## src/rtl/pq_coalescer_pkg.sv

```systemverilog
package pq_coalescer_pkg;

    localparam int OFF_W  = 12;
    localparam int DATA_W = 64;

    localparam logic [OFF_W-1:0] OFF_LD_EOI = 12'h000;
    localparam logic [OFF_W-1:0] OFF_ST_EOI = 12'h400;
    localparam logic [OFF_W-1:0] OFF_PEEK   = 12'h800;
    localparam logic [OFF_W-1:0] OFF_SET00  = 12'hC00;
    localparam logic [OFF_W-1:0] OFF_SET01  = 12'hD00;
    localparam logic [OFF_W-1:0] OFF_SET10  = 12'hE00;
    localparam logic [OFF_W-1:0] OFF_SET11  = 12'hF00;

    typedef struct packed {
        logic p;
        logic q;
    } pq_t;

    localparam pq_t PQ_OFF = '{p: 1'b0, q: 1'b1};

    typedef enum logic [2:0] {
        OP_NONE,
        OP_PEEK,
        OP_EOI,
        OP_SET,
        OP_TRIG,
        OP_BAD
    } op_e;

    typedef struct packed {
        op_e op;
        pq_t set_val;
    } cmd_t;

    typedef struct packed {
        pq_t  st;
        logic fwd;
    } step_t;

    function automatic step_t apply_trigger(pq_t s);
        step_t r;
        if (!s.p && !s.q) begin
            r.st  = '{p: 1'b1, q: 1'b0};
            r.fwd = 1'b1;
        end else begin
            r.st  = '{p: 1'b1, q: 1'b1};
            r.fwd = 1'b0;
        end
        return r;
    endfunction

    function automatic step_t apply_eoi(pq_t s);
        step_t r;
        if (s.q) begin
            r = apply_trigger('{p: 1'b0, q: 1'b0});
        end else begin
            r.st  = '{p: 1'b0, q: 1'b0};
            r.fwd = 1'b0;
        end
        return r;
    endfunction

    function automatic cmd_t decode_offset(logic is_write, logic [OFF_W-1:0] off);
        cmd_t c;
        c.op      = OP_NONE;
        c.set_val = '0;
        if (is_write) begin
            if (off == OFF_ST_EOI) c.op = OP_EOI;
        end else begin
            unique case (off)
                OFF_LD_EOI: c.op = OP_EOI;
                OFF_PEEK:   c.op = OP_PEEK;
                OFF_SET00:  begin c.op = OP_SET; c.set_val = 2'b00; end
                OFF_SET01:  begin c.op = OP_SET; c.set_val = 2'b01; end
                OFF_SET10:  begin c.op = OP_SET; c.set_val = 2'b10; end
                OFF_SET11:  begin c.op = OP_SET; c.set_val = 2'b11; end
                default:    c.op = OP_BAD;
            endcase
        end
        return c;
    endfunction

endpackage

```

## src/rtl/pq_access_decode.sv

```systemverilog
module pq_access_decode
    import pq_coalescer_pkg::*;
#(
    parameter int NUM_SRC = 8,
    parameter int IDX_W   = $clog2(NUM_SRC),
    localparam int ADDR_W = 1 + IDX_W + OFF_W
) (
    input  logic              req_valid,
    input  logic              req_write,
    input  logic [ADDR_W-1:0] req_addr,
    output cmd_t              cmd,
    output logic [IDX_W-1:0]  src,
    output logic [NUM_SRC-1:0] sel_vec
);

    logic             trig_page;
    logic [OFF_W-1:0] off;
    logic             in_range;

    assign trig_page = req_addr[ADDR_W-1];
    assign src       = req_addr[OFF_W +: IDX_W];
    assign off       = req_addr[OFF_W-1:0];

    generate
        if (NUM_SRC == (1 << IDX_W)) begin : g_full
            assign in_range = 1'b1;
        end else begin : g_part
            assign in_range = (src < IDX_W'(NUM_SRC));
        end
    endgenerate

    always_comb begin
        cmd = '{op: OP_NONE, set_val: 2'b00};
        if (req_valid) begin
            if (!in_range) begin
                cmd.op = req_write ? OP_NONE : OP_BAD;
            end else if (trig_page) begin
                cmd.op = req_write ? OP_TRIG : OP_BAD;
            end else begin
                cmd = decode_offset(req_write, off);
            end
        end
    end

    always_comb begin
        sel_vec = '0;
        for (int i = 0; i < NUM_SRC; i++) begin
            sel_vec[i] = in_range && (src == IDX_W'(i)) &&
                         (cmd.op inside {OP_EOI, OP_SET, OP_TRIG});
        end
    end

endmodule

```

## src/rtl/pq_source_cell.sv

```systemverilog
module pq_source_cell
    import pq_coalescer_pkg::*;
(
    input  logic clk,
    input  logic rst,
    input  logic sel,
    input  cmd_t cmd,
    input  logic trig,
    output pq_t  state,
    output logic fwd_new
);

    pq_t   mid, nxt;
    step_t s_acc, s_hw;
    logic  fwd_acc;

    always_comb begin
        mid     = state;
        fwd_acc = 1'b0;
        s_acc   = '0;
        if (sel) begin
            unique case (cmd.op)
                OP_EOI: begin
                    s_acc   = apply_eoi(state);
                    mid     = s_acc.st;
                    fwd_acc = s_acc.fwd;
                end
                OP_SET: mid = cmd.set_val;
                OP_TRIG: begin
                    s_acc   = apply_trigger(state);
                    mid     = s_acc.st;
                    fwd_acc = s_acc.fwd;
                end
                default: mid = state;
            endcase
        end
        s_hw = apply_trigger(mid);
        if (trig) begin
            nxt     = s_hw.st;
            fwd_new = fwd_acc | s_hw.fwd;
        end else begin
            nxt     = mid;
            fwd_new = fwd_acc;
        end
    end

    always_ff @(posedge clk) begin
        if (rst) state <= PQ_OFF;
        else     state <= nxt;
    end

endmodule

```

## src/rtl/pq_forward_arb.sv

```systemverilog
module pq_forward_arb #(
    parameter int NUM_SRC = 8,
    parameter int IDX_W   = $clog2(NUM_SRC)
) (
    input  logic               clk,
    input  logic               rst,
    input  logic [NUM_SRC-1:0] fwd_set,
    output logic               fwd_valid,
    output logic [IDX_W-1:0]   fwd_src
);

    logic [NUM_SRC-1:0] pend;
    logic [NUM_SRC-1:0] grant;

    always_comb begin
        grant     = '0;
        fwd_valid = 1'b0;
        fwd_src   = '0;
        for (int i = NUM_SRC - 1; i >= 0; i--) begin
            if (pend[i]) begin
                grant     = '0;
                grant[i]  = 1'b1;
                fwd_valid = 1'b1;
                fwd_src   = IDX_W'(i);
            end
        end
    end

    always_ff @(posedge clk) begin
        if (rst) pend <= '0;
        else     pend <= (pend & ~grant) | fwd_set;
    end

endmodule

```

## src/rtl/pq_coalescer.sv

```systemverilog
module pq_coalescer
    import pq_coalescer_pkg::*;
#(
    parameter int NUM_SRC = 8,
    parameter int IDX_W   = $clog2(NUM_SRC),
    localparam int ADDR_W = 1 + IDX_W + OFF_W
) (
    input  logic               clk,
    input  logic               rst,
    input  logic [NUM_SRC-1:0] hw_trig,
    input  logic               req_valid,
    output logic               req_ready,
    input  logic               req_write,
    input  logic [ADDR_W-1:0]  req_addr,
    output logic               resp_valid,
    output logic [DATA_W-1:0]  resp_data,
    output logic               fwd_valid,
    output logic [IDX_W-1:0]   fwd_src
);

    cmd_t                 cmd;
    logic [IDX_W-1:0]     src;
    logic [NUM_SRC-1:0]   sel_vec;
    logic [NUM_SRC-1:0]   fwd_set;
    logic [2*NUM_SRC-1:0] state_flat;
    pq_t                  prior;
    logic [DATA_W-1:0]    resp_next;

    assign req_ready = 1'b1;

    pq_access_decode #(.NUM_SRC(NUM_SRC), .IDX_W(IDX_W)) u_decode (
        .req_valid (req_valid),
        .req_write (req_write),
        .req_addr  (req_addr),
        .cmd       (cmd),
        .src       (src),
        .sel_vec   (sel_vec)
    );

    generate
        for (genvar g = 0; g < NUM_SRC; g++) begin : g_cell
            pq_t cell_state;
            pq_source_cell u_cell (
                .clk     (clk),
                .rst     (rst),
                .sel     (sel_vec[g]),
                .cmd     (cmd),
                .trig    (hw_trig[g]),
                .state   (cell_state),
                .fwd_new (fwd_set[g])
            );
            assign state_flat[2*g +: 2] = cell_state;
        end
    endgenerate

    pq_forward_arb #(.NUM_SRC(NUM_SRC), .IDX_W(IDX_W)) u_arb (
        .clk       (clk),
        .rst       (rst),
        .fwd_set   (fwd_set),
        .fwd_valid (fwd_valid),
        .fwd_src   (fwd_src)
    );

    always_comb begin
        prior = PQ_OFF;
        for (int i = 0; i < NUM_SRC; i++) begin
            if (src == IDX_W'(i)) prior = state_flat[2*i +: 2];
        end
        if (cmd.op inside {OP_PEEK, OP_EOI, OP_SET})
            resp_next = {{(DATA_W-2){1'b0}}, prior};
        else
            resp_next = '1;
    end

    always_ff @(posedge clk) begin
        if (rst) begin
            resp_valid <= 1'b0;
            resp_data  <= '0;
        end else begin
            resp_valid <= req_valid && !req_write;
            if (req_valid && !req_write) resp_data <= resp_next;
        end
    end

endmodule

```

## config.mk

```make
export PLATFORM = sky130hd
export DESIGN_NAME = pq_coalescer
export DESIGN_NICKNAME = d
export VERILOG_FILES = /design/src/rtl/pq_coalescer_pkg.sv /design/src/rtl/pq_access_decode.sv /design/src/rtl/pq_source_cell.sv /design/src/rtl/pq_forward_arb.sv /design/src/rtl/pq_coalescer.sv
export SDC_FILE = /design/constraint.sdc
export NUM_CORES = 1
export LEC_CHECK = 0
export CAP_MARGIN = 20
export CORE_UTILIZATION = 44
export DETAILED_ROUTE_END_ITERATION = 12
export MAX_ROUTING_LAYER = met4
export PLACE_DENSITY = 0.82
export REMOVE_ABC_BUFFERS = 1
export SLEW_MARGIN = 20
export SYNTH_ARGS = -nofsm -noshare
export SYNTH_HDL_FRONTEND = slang
export SYNTH_SLANG_ARGS = --single-unit
```

## constraint.sdc

```tcl
create_clock -name clk -period 2.5 [get_ports clk]
set_input_delay 0.625 -clock clk [delete_from_list [all_inputs] [get_ports clk]]
set_output_delay 0.625 -clock clk [all_outputs]
set_load 0.005 [all_outputs]
```

==> metrics.txt, run 1 <==
share of synthesized area occupied by flip-flops and latches 23.84%; cell area after synthesis 2351 µm²; Core Box Area just over 5000 µm²; minimum clock period 2.415 ns; top_reg_cell synth dfxtp_1; utilization after layout approximately three fifths; post-detailed-placement half-perimeter wirelength around 4800 µm; result of the run complete, no violations; clock input transition at the sequential cells of the worst setup and hold paths ~0.090 ns; net switching fraction of the power 27.08%; leading cell types in the layout, fill and taps excluded clkdlybuf4s50_1, dfxtp_1, buf_4, o21ai_0; number of sinks driven by the clock tree 28; number of warnings reported in the yosys synthesis log 0; starting utilization of the core area approximately 46%; First-pass DRT Iterations 5; critical-path maximum fanout 15; fraction of layout cells with a size suffix above 1 around 14%; unrepaired setup endpoints after global routing false; initial antenna violation count 0; Non-Filler Instances 415; worst-skew pair later-pin latency roughly 0.27 ns; horizontal die dimension between 70 and 80 µm; vias per cell about 5.5; routed vias ~2300; ys async rst share 0%; count of port buffers added during placement 96; total track usage 23.17%; cell count after synthesis 295; number of distinct library cells after synthesis 56; Die Area 5639 µm²; number of diodes added for antenna fixing 0; category of the most critical setup path primary input to flop; most common cell after layout, fill and taps aside clkdlybuf4s50_1; class of the most critical hold timing path flop to flop; setup slack of the worst register-to-register path approximately 1.2 ns; final antenna-violating net count 0; sequential power share 44.4%; required time reported for the critical path endpoint 2.66 ns; Max IR drop VDD between 0.15 and 0.2 mV; number of cells after detailed placement between 400 and 500; data arrival at the endpoint of the critical path approximately 2.6 ns; cell at the slowest stage of the critical path clkdlybuf4s50_1; first-iteration detailed-routing DRC count approximately 170; pwr dens roughly 340 nW/µm²; routability cong. approximately 0.83; worst path cell trace clkdlybuf4s50_1 > nor4_4 > nand4_2 > nor2_4 > buf_4 > nand3_1 > a31oi_1 > o41ai_2; Yosys reg bits 28; buffers from clock root to sink, at most 2; number of placed I/O pins a little under 100; final hold violation count 0; Final Routed Wirelength between 6000 and 7000 µm; category of the worst setup path launch point primary input; max-cap check violation count 0; P_leak between 1 and 1.5 nW; clock network fraction of design power approximately 23%; proportion of power drawn by combinational gates about a third; sw power 0.2870 mW; CTS tree done; Final setup viols 0; crit share post-route a little over nine tenths; Int Pwr just under 0.8 mW; postcts setup bufs 0; number of remaining DRC errors 0; aggregate negative setup slack 0 ns; via count of the first global-routing pass just over 2000; final routed wire length divided by cell count 15.10 µm; worst stage delay on the critical path 0.44 ns; total number of nets in the final design approximately 380; type of element capturing the critical path flop; first-pass GRT wire length approximately 10000 µm; post-route setup slack between 0.08 and 0.09 ns; cell chosen for the clock root clkbuf_8; die span in y ~75 µm; Area Overhead vs Synth 33.95%; number of synthesized flops with an enable pin 0; mean instance size in the synthesized netlist between 7 and 8 µm²; H-Tree Depth 1; worst rel slew slack 66.49%; worst setup skew after layout roughly 0.0044 ns; top achievable clock speed just over 400 MHz; Site Rows 26; pin count of the biggest net entering global routing 64; pre-CTS setup slack -0.2466 ns; worst-margin pin slew roughly 0.50 ns; sum of overflow across all layers after global routing 0; number of CTS-inserted buffers 3; number of pins with negative max-slew slack in the final report 0; worst hold slack after final layout 0.5654 ns
[final timing paths]
kind	from	end	cells after the start
min reg2reg	resp_data[0]$_SDFFE_PP0P_	resp_data[0]$_SDFFE_PP0P_	2
min	resp_data[0]$_SDFFE_PP0P_	resp_data[0]$_SDFFE_PP0P_	2
max reg2reg	u_arb.pend[0]$_SDFF_PP0_	u_arb.pend[7]$_SDFF_PP0_	5
max	req_addr[3]	u_arb.pend[0]$_SDFF_PP0_	8
[sequential cells by signal, summed over array words and instances, names as in the netlist]
name                 count
g_cell.u_cell.state     16
u_arb.pend               8
resp_data                3
resp_valid               1
[logic make-up (layout without fill, tap and decap cells)]
kind of cell	Yosys count	in the layout	synth area share, %
AO/OA/AOI/OAI	105	105	32.52
other	1	1	0.1595
buffers and inverters	86	136	23.90
XOR/XNOR	1	1	0.3726
AND/OR/NAND/NOR	69	69	16.50
flip-flops	28	28	23.84
multiplexers	5	5	2.714
[metal layers]
| layer | GRT usage, % | wire length [µm] |
|---|---|---|
| met3 | 3.748 | 390 |
| met2 | 41.34 | 3168 |
| met4 | 5.241 | 53 |
| met5 | - | 0 |
| met1 | 27.15 | 2653 |
[Yosys cell counts (2+ instances only)]
master	n	share of area, %
buf_2	2	0.43
o32ai_1	6	2.2
o221a_1	2	0.96
nand2b_1	2	0.53
a211o_1	2	0.75
o21a_1	10	3.2
nand2_1	10	1.6
dfxtp_1	28	24
o21ai_1	2	0.43
clkbuf_1	9	1.4
o221a_2	4	1.9
inv_1	12	1.9
a21o_1	7	2.2
nor3_1	10	2.1
mux2i_1	3	1.3
a2bb2oi_1	3	1.1
a211oi_1	8	2.6
a31oi_1	15	4.0
or3_1	4	1.1
a21oi_1	14	3.0
nor2_1	12	1.9
o21bai_1	2	0.64
buf_4	63	20
and2_1	2	0.53
nor2b_1	4	1.1
o21ai_0	17	3.6
nand3_1	13	2.8
[critical path, delay by kind of cell]
family / cells / cell delay, ns
AOI/OAI and AO/OA: 2 / 0.48
and+or+nand+nor: 4 / 0.79
buffers and inverters: 2 / 0.68
[area by class of cell]
type,instances,area (µm²)
multi-input cells,181,1262
well taps,70,87.58
fillers,484,1991
clock buffers,3,41.29
inverters,12,45.04
repair buffers,121,1152
flip-flops and latches,28,560.5
[through the flow]
| stage | power [mW] | instance area, µm² |
|---|---|---|
| finish | 1.060 | 3149 |
| global placement | 0.8194 | 3070 |
| detailed placement | 0.8269 | 3070 |
| global route | 1.116 | 3149 |
| floorplan | 0.5791 | 1834 |
| CTS | 1.068 | 3112 |
[power by group through the flow]
| stage | Sequential, mW | Clock (mW) | Combinational [mW] |
|---|---|---|---|
| finish | 0.471 | 0.239 | 0.350 |
| global route | 0.473 | 0.269 | 0.374 |
| CTS | 0.471 | 0.250 | 0.347 |
| detailed placement | 0.481 | 0 | 0.346 |
| global placement | 0.481 | 0 | 0.339 |
| floorplan | 0.503 | 0 | 0.0758 |
[repair_timing]
| action | CTS | global route |
|---|---|---|
| hold endpoints to repair | 0 | 0 |
| gates resized for setup | 0 | 5 |
| hold buffers | 0 | 0 |
| endpoints found under the setup margin | 0 | 7 |
(Power assumes the default switching activity.)
==> run 2: changes to the inputs <==
--- a/config.mk
+++ b/config.mk
@@ -6,6 +6,7 @@
 export NUM_CORES = 1
 export LEC_CHECK = 0
 export CAP_MARGIN = 20
+export CORE_MARGIN = 5
 export CORE_UTILIZATION = 44
 export DETAILED_ROUTE_END_ITERATION = 12
 export MAX_ROUTING_LAYER = met4
==> metrics.txt, run 2 (synthesized netlist as in run 1, its figures left out) <==
result of the run complete, no violations; Site Rows 26 (unchanged); number of CTS-inserted buffers 3 (unchanged); Design Power 1.066 mW (+0.61%); count of port buffers added during placement 96 (unchanged); biggest registers after layout g_cell.u_cell.state: 16 flops, u_arb.pend: 8 flops, resp_data: 3 flops; class of the most critical hold timing path flop to flop; Die Area 6905 µm² (+22%); Final setup viols 0 (unchanged); H-Tree Depth 1 (unchanged); data arrival at the endpoint of the critical path 2.58 ns (about the same); total track usage 18.34% (-4.8 points); Non-Filler Instances 417 (+0.48%); postcts setup bufs 0 (unchanged); via count of the first global-routing pass 2102 (+4.4%); fraction of layout cells with a size suffix above 1 14.12% (+0.21 points); met3 Resource Use GR 2.871% (-0.88 points); P_leak 1.123 nW (+0.36%); number of pins with negative max-slew slack in the final report 0 (unchanged); pin count of the biggest net entering global routing 63 (-1.6%); final antenna-violating net count 0 (unchanged); Largest register FFs 16 (unchanged); number of placed I/O pins 98 (unchanged); cell at the slowest stage of the critical path or3_1; sum of overflow across all layers after global routing 0 (unchanged); leading cell types in the layout, fill and taps excluded clkdlybuf4s50_1, dfxtp_1, buf_4, o21ai_0, a31oi_1; routed vias 2288 (+1.1%); type of element capturing the critical path flop; Final Routed Wirelength 6447 µm (+2.9%); worst-skew pair later-pin latency 0.27 ns (about the same); top achievable clock speed 414.3 MHz (about the same); number of sinks driven by the clock tree 28 (unchanged); final hold violation count 0 (unchanged); Bufs and invs on worst path 1 (-1); die span in y 83.10 µm (+11%); number of remaining DRC errors 0 (unchanged); final routed wire length divided by cell count 15.46 µm (+2.4%); post-detailed-placement half-perimeter wirelength 5037 µm (+4.9%); pwr dens 339.3 nW/µm² (+0.81%); met1 GRT Util 21.96% (-5.2 points); first-pass GRT wire length 10410 µm (+6.5%); GR peak layer met2; buffers from clock root to sink, at most 2 (unchanged); starting utilization of the core area 45.74% (unchanged); most common cell after layout, fill and taps aside clkdlybuf4s50_1; Most flops, register g_cell.u_cell.state; required time reported for the critical path endpoint 2.67 ns (about the same); minimum clock period 2.414 ns (-0.0009129 ns); critical-path maximum fanout 8 (-7); category of the worst setup path launch point primary input; family with the most delay on the worst path simple AND/OR/NAND/NOR gates; First-pass DRT Iterations 4 (-1); routability cong. 0.8932 (+7.0%); worst path cell trace clkdlybuf4s50_1 > nor4_4 > nand3_1 > or3_1 > o21ai_1 > o221ai_1 > a32o_1; clock input transition at the sequential cells of the worst setup and hold paths 0.09 ns (about the same); vias per cell 5.487 (+0.58%); total number of nets in the final design 377 (+0.53%); number of cells after detailed placement 414 (+0.49%); Core Box Area 5140 µm² (unchanged); setup slack of the worst register-to-register path 1.15 ns (-0.03 ns); category of the most critical setup path primary input to flop; CTS tree done; Area Overhead vs Synth 33.69%; Max IR drop VDD 0.1795 mV (-5.4%); worst stage delay on the critical path 0.48 ns (+0.04 ns); horizontal die dimension 83.10 µm (+11%); crit share post-route 96.55% (about the same); number of diodes added for antenna fixing 0 (unchanged); cell chosen for the clock root clkbuf_8; initial antenna violation count 0 (unchanged); max-cap check violation count 0 (unchanged); worst setup skew after layout 0.002223 ns (-0.002148 ns); first-iteration detailed-routing DRC count 237 (+37%); met2 Track Usage GR 32.14% (-9.2 points)
==> run 2: layout make-up <==
cell class                      count  area [µm²]
Clock buffer                        3       41.29
Fill cell                         473        1997
Inverter                           12       45.04
Multi-Input combinational cell    181        1245
Sequential cell                    28       560.5
Tap cell                           70       87.58
Timing Repair Buffer              123        1164
==> run 2: worst paths after layout <==
path	startpoint	to	depth (start not counted)
setup / recovery	req_addr[3]	u_arb.pend[2]$_SDFF_PP0_	7
hold reg to reg	resp_data[62]$_SDFFE_PP0P_	resp_data[62]$_SDFFE_PP0P_	2
setup reg to reg	u_arb.pend[0]$_SDFF_PP0_	u_arb.pend[7]$_SDFF_PP0_	5
hold / removal	resp_data[62]$_SDFFE_PP0P_	resp_data[62]$_SDFFE_PP0P_	2
==> run 2: report_power, final <==
part | switching (mW) | internal (mW)
Sequential | 0.0126 | 0.459
Combinational | 0.145 | 0.206
Clock | 0.136 | 0.108
Total | 0.293 | 0.773
==> run 2: worst reg2reg max path, stage by stage, from the launching register on <==
cell	delay (ns)
dfxtp_1	0.36
nor2_1	0.29
nand3_1	0.16
o21ai_0	0.21
o21a_1	0.15
o32ai_1	0.06
==> run 2: layer usage <==
metal	routed length, µm	part of all wire, %
met5	0	0
met4	87	1.3
met3	359	5.6
met2	3365	52
met1	2634	41
==> run 2: timing repair <==
item,CTS,global route
hold buffers,0,0
gates resized for setup,0,2
setup endpoints to repair,0,7
==> run 2: per-stage QoR <==
stage / cell area [µm²] / utilization, % / setup WS (ns) / hold slack (ns) / setup TNS, ns
floorplan: 1834 / - / -0.3985 / 0.4994 / -25.01
global placement: 3085 / 60.03 / -0.1598 / 0.4991 / -2.002
detailed placement: 3085 / 60.03 / -0.2380 / 0.5118 / -3.493
CTS: 3127 / 60.83 / 0.07822 / 0.5364 / 0
global route: 3143 / 61.15 / -0.0009615 / 0.5873 / -0.001448
finish: 3143 / 61.15 / 0.08616 / 0.5382 / 0
==> run 3: changes to the inputs <==
--- a/config.mk
+++ b/config.mk
@@ -11,7 +11,9 @@
 export DETAILED_ROUTE_END_ITERATION = 12
 export MAX_ROUTING_LAYER = met4
 export PLACE_DENSITY = 0.82
+export RECOVER_POWER = 25
 export REMOVE_ABC_BUFFERS = 1
+export SKIP_CTS_REPAIR_TIMING = 1
 export SLEW_MARGIN = 20
 export SYNTH_ARGS = -nofsm -noshare
 export SYNTH_HDL_FRONTEND = slang
==> results of run 3 <==
Same layout as run 2: the final DEF is identical, and so are final timing and power.
